$ cat src/rtl/dac_cmd_pkg.sv
package dac_cmd_pkg;
  localparam int CMD_W = 4;
  localparam logic [CMD_W-1:0] CMD_SLEEP = 4'hE;
  localparam logic [CMD_W-1:0] CMD_ALL   = 4'hF;

  typedef struct packed {
    logic shiftEn;
    logic loadEn;
  } cmdStrobes_t;
endpackage

$ cat src/rtl/dac_cmd_ctrl.sv
module dac_cmd_ctrl
  import dac_cmd_pkg::*;
(
  input  logic        clk,
  input  logic        rstN,
  input  logic        sck,
  input  logic        din,
  input  logic        csLd,
  output logic        dinSync,
  output cmdStrobes_t strobes
);
  // Two synchronizer stages per input, plus one history stage for edge detection.
  logic [2:0] sckPipe;
  logic [2:0] csPipe;
  logic [1:0] dinPipe;

  always_ff @(posedge clk or negedge rstN) begin
    if (!rstN) begin
      sckPipe <= '0;
      csPipe  <= '1;  // idle-high select: no spurious load edge after reset
      dinPipe <= '0;
    end else begin
      sckPipe <= {sckPipe[1:0], sck};
      csPipe  <= {csPipe[1:0], csLd};
      dinPipe <= {dinPipe[0], din};
    end
  end

  logic sckRise;
  logic csRise;
  assign sckRise = sckPipe[1] & ~sckPipe[2];
  assign csRise  = csPipe[1] & ~csPipe[2];

  always_comb begin
    strobes.shiftEn = sckRise & ~csPipe[1];
    strobes.loadEn  = csRise;
  end

  assign dinSync = dinPipe[1];
endmodule

$ cat src/rtl/dac_cmd_datapath.sv
module dac_cmd_datapath
  import dac_cmd_pkg::*;
#(
  parameter int CODE_W = 8,
  parameter int N_CH   = 8,
  parameter int WORD_W = 16
) (
  input  logic                     clk,
  input  logic                     rstAllN,
  input  cmdStrobes_t              strobes,
  input  logic                     dinSync,
  output logic                     dout,
  output logic [N_CH*CODE_W-1:0]   chanCodes,
  output logic                     sleep
);
  localparam int CMD_LSB  = WORD_W - CMD_W;
  localparam int CODE_MSB = CMD_LSB - 1;

  logic [WORD_W-1:0] shiftReg;
  logic [CMD_W-1:0]  cmdField;
  logic [CODE_W-1:0] codeField;

  always_ff @(posedge clk or negedge rstAllN) begin
    if (!rstAllN)             shiftReg <= '0;
    else if (strobes.shiftEn) shiftReg <= {shiftReg[WORD_W-2:0], dinSync};
  end

  assign cmdField  = shiftReg[WORD_W-1 -: CMD_W];
  assign codeField = shiftReg[CODE_MSB -: CODE_W];
  assign dout      = shiftReg[WORD_W-1];

  for (genvar ch = 0; ch < N_CH; ch++) begin : g_chan
    logic chanHit;
    assign chanHit = strobes.loadEn &&
                     ((cmdField == CMD_W'(ch + 1)) || (cmdField == CMD_ALL));
    always_ff @(posedge clk or negedge rstAllN) begin
      if (!rstAllN)     chanCodes[ch*CODE_W +: CODE_W] <= '0;
      else if (chanHit) chanCodes[ch*CODE_W +: CODE_W] <= codeField;
    end
  end

  always_ff @(posedge clk or negedge rstAllN) begin
    if (!rstAllN)            sleep <= 1'b0;
    else if (strobes.loadEn) sleep <= (cmdField == CMD_SLEEP);
  end
endmodule

$ cat src/rtl/dac_cmd_decoder.sv
module dac_cmd_decoder
  import dac_cmd_pkg::*;
#(
  parameter int CODE_W = 8,
  parameter int N_CH   = 8
) (
  input  logic                   clk,
  input  logic                   rstN,
  input  logic                   clrN,
  input  logic                   sck,
  input  logic                   din,
  input  logic                   csLd,
  output logic                   dout,
  output logic [N_CH*CODE_W-1:0] chanCodes,
  output logic                   sleep
);
  localparam int WORD_W = 16;

  cmdStrobes_t strobes;
  logic        dinSync;
  logic        rstAllN;

  assign rstAllN = rstN & clrN;

  dac_cmd_ctrl u_ctrl (
    .clk     (clk),
    .rstN    (rstN),
    .sck     (sck),
    .din     (din),
    .csLd    (csLd),
    .dinSync (dinSync),
    .strobes (strobes)
  );

  dac_cmd_datapath #(
    .CODE_W (CODE_W),
    .N_CH   (N_CH),
    .WORD_W (WORD_W)
  ) u_dp (
    .clk       (clk),
    .rstAllN   (rstAllN),
    .strobes   (strobes),
    .dinSync   (dinSync),
    .dout      (dout),
    .chanCodes (chanCodes),
    .sleep     (sleep)
  );
endmodule

$ cat config.mk
export PLATFORM = sky130hd
export DESIGN_NAME = dac_cmd_decoder
export DESIGN_NICKNAME = d
export VERILOG_FILES = /design/src/rtl/dac_cmd_pkg.sv /design/src/rtl/dac_cmd_ctrl.sv /design/src/rtl/dac_cmd_datapath.sv /design/src/rtl/dac_cmd_decoder.sv
export SDC_FILE = /design/constraint.sdc
export NUM_CORES = 1
export LEC_CHECK = 0
export ABC_AREA = 1
export BUFFER_PORTS_ARGS = -buffer_cell sky130_fd_sc_hd__buf_2
export CORE_MARGIN = 3
export CORE_UTILIZATION = 49
export CTS_CLUSTER_DIAMETER = 30
export CTS_CLUSTER_SIZE = 30
export DETAILED_ROUTE_END_ITERATION = 6
export PLACE_DENSITY = 0.75
export SLEW_MARGIN = 10
export SYNTH_ARGS = -nofsm -noshare
export SYNTH_HDL_FRONTEND = slang
export SYNTH_SLANG_ARGS = --single-unit
$ cat constraint.sdc
create_clock -name clk -period 2.5 [get_ports clk]
set_clock_uncertainty 0.15 [all_clocks]
set_input_delay 0.5 -clock clk [delete_from_list [all_inputs] [get_ports clk]]
set_output_delay 0.5 -clock clk [all_outputs]
set_load 0.005 [all_outputs]
==> results.txt, run 1 <==
Num CTS Buffers: 9
largest stage delay on the critical path: 0.55 ns
Clk Latency, worst-skew pair: 0.35 ns
iteration-0 DRC count of the detailed router: 141
pin count of the biggest net entering global routing: 82
Syn Std Cell Area: 3550 um^2
Std-Cell Rows: 30
fin crit share: 69.7%
worst slew margin relative to its limit: 71.1%
delay-heaviest family, CP: buffers and inverters
RSZ-0062 raised after global routing: no
Final GP Congestion: 0.811
Leak: 2.45 nW
Root Buffer: clkbuf_8
final setup fails: 0
drt total wl: 7430 um
number of diodes: 0
Avg Cell Area, Syn: 9.57 um^2
post-synthesis compound-gate area fraction: 4.72%
Overall Global Routing Usage: 19.4%
DR pass1 iterations: 4
CTS clk-pin slew, worst paths: 0.08 ns
initial antenna violation count: 0
cell mode on critical path: nand2_1
Setup CP Type: reg -> reg
share of the synthesized area in the top cell type: 60.6%
Die Height: 91.1 um
Remaining Overflow, GRT: 0
status: finished clean
Worst Path Buf+Inv: 2
CP Capture Type: flop
sinks on the clock net: 89
largest family of logic cells by synthesized area: simple AND/OR/NAND/NOR gates
actual slew at the worst max-slew pin: 0.434 ns
HPWL Detailed: 5040 um
Mapped Nets: 377
Max Cap Viol: 0
Cells after Synth: 371
Worst EP required: 2.60 ns
# DRC: 0
Startpoint Class: flop
Starting Density: 51.4%
CTS tree: done
post-synth cell types: 20
final hold vios: 0
vias in the first global route: 2517
Post-Synth Simple-Gate Area: 27.4%
# placed instances: 524
peak fanout along the critical path: 34
Max Clk Rate: 574 MHz
cells along the critical path: nand2_1, inv_2, buf_12, nand2_4, nand2_1, nand2_1
number of synthesized flops with an enable pin: 0
synth top area cells: dfrtp_1 (61%), nand2_1 (14%), nand3_1 (6.9%), nand2_4 (4.1%), dfstp_2 (2.2%)
Resize count post-CTS: 0
Ports: 72
Post-synth ARST share: 100%
post-synthesis sequential area ratio: 62.8%
slack of the critical path: 0.757 ns
leading area contributor after synthesis: dfrtp_1
CTS H-tree lvls: 3
post-synthesis mux area share: 0%
IO buf count: 71
core area: 6910 um^2
XOR/XNOR Fraction of Synth Area: 0%
final-stage net count: 446
Longest Clk Path Bufs: 2
post-CTS setup buffer count: 0
HP Class: in -> reg
Worst EP arrival: 1.84 ns
Pins Over Slew Limit: 0
Most used DFF post-synth: dfrtp_1
die area: 8310 um^2
antenna viol nets, final: 0
Post-Layout Cell Count: 541
fill count: 630
number of hold buffers added after CTS: 1
Via density: 4.96
Final Critical Period: 1.74 ns
CP max-delay cell: dfstp_2
pre-CTS WS: 0.749 ns
FF+latch count, synth: 89
chip width: 91.1 um
layout cells sized above 1: 25.8%
first-pass GRT wire length: 12700 um
PwrDens: 728 nW/um^2
YS warnings: 0
synthesis-to-layout area growth: 19.0%
peak supply drop: 0.475 mV
Post-Synth Adder-Cell Area: 0%
setup TNS: 0 ns
via count: 2684
average routed wire per standard cell: 13.7 um
state kept, by name, indices dropped and copies added, names as in the netlist:
name            cells
u_ctrl.sckPipe      3
u_ctrl.dinPipe      2
u_ctrl.csPipe       3
u_dp.shiftReg      16
u_dp.chanCodes     64
u_dp.sleep          1
layout make-up:
cell class / count / area [um^2] / share of cell area (%)
sequential: 89 / 2230 / 52.8
multi-input combinational: 245 / 1140 / 27.0
timing repair buffer: 75 / 413 / 9.77
clock buffer: 11 / 141 / 3.35
tap: 96 / 120 / 2.84
clock inverter: 5 / 103 / 2.43
inverter: 20 / 78.8 / 1.87
cells by family after synthesis:
group           Yosys count
compound gates           32
buf+inv                  37
flops                    89
simple gates            213
metal layers:
metal  up-vias  wire length (um)  track usage (%)
met1      1274              3480             28.0
met3        11               523             3.81
met5         -                 0                0
met4         0                93             9.42
met2        88              3340             28.3
li1       1311                 -                -
synthesized netlist by cell type, types with 4 or more instances:
cell	count
nand3_1	49
o21ai_0	13
buf_4	4
nand2_1	137
o21ai_1	14
nand2_4	13
clkbuf_1	6
nor2_1	9
inv_1	17
dfrtp_1	86
stage by stage:
| step | hold slack (ns) | instance area, um^2 | utilization (%) | total power, mW |
|---|---|---|---|---|
| global route | 0.0710 | 4230 | 61.2 | 3.22 |
| finish | 0.0875 | 4230 | 61.2 | 3.08 |
| detailed placement | 0.189 | 3970 | 57.5 | 1.92 |
| floorplan | 0.0544 | 3560 | - | 1.81 |
| global placement | 0.186 | 3970 | 57.5 | 1.91 |
| CTS | 0.0710 | 4230 | 61.2 | 3.10 |
cell usage in the layout, fill, tap and decap left out, types with 3 or more instances in the layout:
master | netlist | layout
bufinv_16 | 0 | 3
nand2_1 | 137 | 137
inv_1 | 17 | 16
clkbuf_8 | 0 | 10
nor2_1 | 9 | 9
buf_2 | 1 | 71
inv_2 | 3 | 3
o21ai_0 | 13 | 13
dfrtp_1 | 86 | 86
nand3_1 | 49 | 49
a21oi_1 | 3 | 3
nand2_4 | 13 | 13
o21ai_1 | 14 | 14
dfstp_2 | 3 | 3
worst reg2reg max path, stage by stage (launching register included):
cell and delay (ns):
dfstp_2 0.55, nand2_1 0.11, inv_2 0.34, buf_12 0.26
nand2_4 0.11, nand2_1 0.08, nand2_1 0.05
power by group:
part	switching (mW)	internal, mW	total (mW)
clock network	0.492	0.690	1.18
registers	0.135	1.52	1.66
logic	0.162	0.0771	0.239
final timing paths:
check / depth (start not counted) / from / end / slack, ns
hold / removal: 1 / csLd / u_ctrl.csPipe[0] / 0.09
setup / recovery: 6 / u_ctrl.csPipe[1] / u_dp.chanCodes[35] / 0.76
setup reg to reg: 6 / u_ctrl.csPipe[1] / u_dp.chanCodes[35] / 0.76
min in group asynchronous: 4 / clrN / u_dp.shiftReg[0] / 0.12
hold reg to reg: 0 / u_ctrl.sckPipe[0] / u_ctrl.sckPipe[1] / 0.21
max in group asynchronous: 5 / rstN / u_dp.chanCodes[15] / 0.99
Power figures use the tool's default switching activity.
==> run 2, diff against run 1 <==
- ABC_AREA: 1 -> 0
- clock period: 2.5 -> 1.5 ns (I/O delays scaled with it)
==> results.txt, run 2 <==
synthesis-to-layout area growth: 45.5%
vias in the first global route: 3029 (+20%)
die area: 8620 um^2 (+3.8%)
delay-heaviest family, CP: simple AND/OR/NAND/NOR gates
Cells after Synth: 279 (-25%)
Worst EP required: 1.61 ns (-0.99 ns)
Post-synth ARST share: 100% (unchanged)
layout cells sized above 1: 62.0% (+36 points)
Biggest register: u_dp.chanCodes
cells along the critical path: or3_4, a2111oi_4, buf_6, mux2_2
RSZ-0062 raised after global routing: yes
Fin Hold WS: 0.154 ns (+0.0664 ns)
average routed wire per standard cell: 20.5 um (+49%)
biggest regs: u_dp.chanCodes: 64 flops, u_dp.shiftReg: 16 flops
setup TNS: -24.19 ns (-24.19 ns)
Finished Core Util: 73.7% (+13 points)
Avg Cell Area, Syn: 13.2 um^2 (+38%)
max reg flops: 64 (unchanged)
first-pass GRT wire length: 16000 um (+26%)
final hold vios: 0 (unchanged)
CP max-delay cell: or3_4
CTS tree: done
Comb power frac: 11.0% (+3.2 points)
iteration-0 DRC count of the detailed router: 271 (+92%)
Starting Density: 50.7% (-0.76 points)
Final GP Congestion: 0.906 (+12%)
leading area contributor after synthesis: dfrtp_1
top cells by count, synth: dfrtp_1 (86), mux2_2 (55), inv_1 (27)
drt total wl: 10500 um (+42%)
CTS clk-pin slew, worst paths: 0.10 ns (+0.02 ns)
most frequent cells in the layout: dfrtp_1 (86), buf_2 (70), buf_4 (38), mux2_2 (36), inv_1 (27)
Mapped Nets: 285 (-24%)
Die Height: 92.8 um (+1.9%)
chip width: 92.8 um (+1.9%)
IO buf count: 71 (unchanged)
status: finished with violations
Leak: 2.71 nW (+11%)
design area: 5380 um^2 (+27%)
actual slew at the worst max-slew pin: 0.433 ns (-0.000860 ns)
Clk Latency, worst-skew pair: 0.37 ns (+0.02 ns)
sw power: 1.35 mW (+72%)
Clk pwr share: 33.4% (-5.0 points)
Std-Cell Rows: 31 (+3.3%)
via count: 2951 (+9.9%)
Max Cap Viol: 0 (unchanged)
Ports: 72 (unchanged)
Num CTS Buffers: 9 (unchanged)
sw frac: 28.5% (+2.9 points)
Worst Path Buf+Inv: 1 (-1)
number of synthesized flops with an enable pin: 0 (unchanged)
FF+latch count, synth: 89 (unchanged)
CP Capture Type: flop
core area: 7290 um^2 (+5.6%)
DR pass1 iterations: 5 (+1)
failing checks: setup timing
Tot Pwr: 4.75 mW (+54%)
Worst EP arrival: 2.00 ns (+0.16 ns)
synth top area cells: dfrtp_1 (58%), mux2_2 (17%), a222oi_1 (4.1%), o32ai_1 (4.0%), inv_1 (2.7%)
Pins Over Slew Limit: 0 (unchanged)
fin crit share: 126% (+56 points)
Remaining Overflow, GRT: 0 (unchanged)
Startpoint Class: flop
number of diodes: 0 (unchanged)
share of the synthesized area in the top cell type: 58.2% (-2.3 points)
most frequent cell after synthesis: dfrtp_1
Internal: 3.40 mW (+48%)
pin count of the biggest net entering global routing: 35 (-57%)
Most used DFF post-synth: dfrtp_1
antenna viol nets, final: 0 (unchanged)
Longest Clk Path Bufs: 2 (unchanged)
HP Class: in -> async
final-stage net count: 417 (-6.5%)
Max Clk Rate: 530 MHz (-7.6%)
Syn Std Cell Area: 3690 um^2 (+4.0%)
CTS H-tree lvls: 3 (unchanged)
largest stage delay on the critical path: 0.40 ns (-0.15 ns)
HPWL Detailed: 6300 um (+25%)
post-synth cell types: 35 (+75%)
worst slew margin relative to its limit: 71.1% (about the same)
peak fanout along the critical path: 8 (-76%)
PwrDens: 884 nW/um^2 (+21%)
Root Buffer: clkbuf_8
Setup CP Type: reg -> reg
slack of the critical path: -0.387 ns (-1.14 ns)
post-synthesis sequential area ratio: 60.4% (-2.4 points)
placed cell area: 4590 um^2 (+16%)
YS warnings: 0 (unchanged)
peak supply drop: 0.741 mV (+56%)
final setup fails: 82 (+82)
Final Critical Period: 1.89 ns (+0.144 ns)
sinks on the clock net: 89 (unchanged)
Via density: 5.73 (+15%)
# DRC: 0 (unchanged)
initial antenna violation count: 0 (unchanged)
Overall Global Routing Usage: 24.5% (+5.0 points)
most common cell after layout, fill and taps aside: dfrtp_1
Seq pwr share: 55.6% (+1.8 points)
## run 2: final cells by class
type | instances | area, um^2
clock buffers | 10 | 138
clock inverters | 6 | 50.0
fillers | 466 | 1920
inverters | 27 | 101
multi-input cells | 140 | 1590
flip-flops and latches | 89 | 2230
well taps | 99 | 124
repair buffers | 144 | 1140
## run 2: kinds of logic (layout without fill, tap and decap cells)
group | Yosys count | count (layout) | synth area share, %
buffers and inverters | 50 | 187 | 5.18
multiplexers | 56 | 56 | 17.0
flip-flops | 89 | 89 | 60.4
AO/OA/AOI/OAI | 50 | 50 | 11.9
AND/OR/NAND/NOR | 32 | 32 | 5.08
XOR/XNOR | 2 | 2 | 0.474
## run 2: layer usage
layer | track usage, % | share of wire, %
met3 | 4.47 | 5.3
met2 | 37.8 | 49
met1 | 32.5 | 42
met5 | 0 | 0
met4 | 13.8 | 3.1
## run 2: metrics by stage
step,worst slack (ns),cells
after CTS,-0.364,507
after detailed placement,-0.381,473
after global routing,-0.452,515
final,-0.387,515
after floorplan,-0.452,279
after global placement,-0.355,473
## run 2: final timing paths
kind / start / end / slack (ns) / cells past startpoint
worst max-delay path: u_dp.shiftReg[13] / u_dp.chanCodes[0] / -0.39 / 4
min in group clk: u_ctrl.csPipe[0] / u_ctrl.csPipe[1] / 0.21 / 0
worst max register to register: u_dp.shiftReg[13] / u_dp.chanCodes[0] / -0.39 / 4
worst min-delay path: rstN / u_ctrl.dinPipe[0] / 0.15 / 2
worst min register to register: u_ctrl.csPipe[0] / u_ctrl.csPipe[1] / 0.21 / 0
max in group asynchronous: rstN / u_dp.chanCodes[28] / 0.27 / 4
## run 2: what timing repair did
item | 4_1_cts | 5_1_grt
resized for setup | 51 | 39
buffers inserted | 11 | 9
hold endpoints to repair | 24 | 0
cloned | 2 | 1
endpoints found under the setup margin | 70 | 82
pin swaps | 26 | 11
hold buffers | 5 | 0
## run 2: worst register-to-register path, delay by kind of cell, from the launching register on
family | cells | cell delay (ns)
and+or+nand+nor | 1 | 0.40
DFF | 1 | 0.39
muxes | 1 | 0.33
AOI/OAI and AO/OA | 1 | 0.31
buffers and inverters | 1 | 0.18
## run 2: power by group through the flow
stage	Combinational, mW	Clock, mW	Sequential, mW
floorplan	0.246	0	2.57
global placement	0.403	0	2.65
detailed placement	0.419	0	2.65
CTS	0.466	1.59	2.61
global route	0.555	1.71	2.64
finish	0.523	1.59	2.64
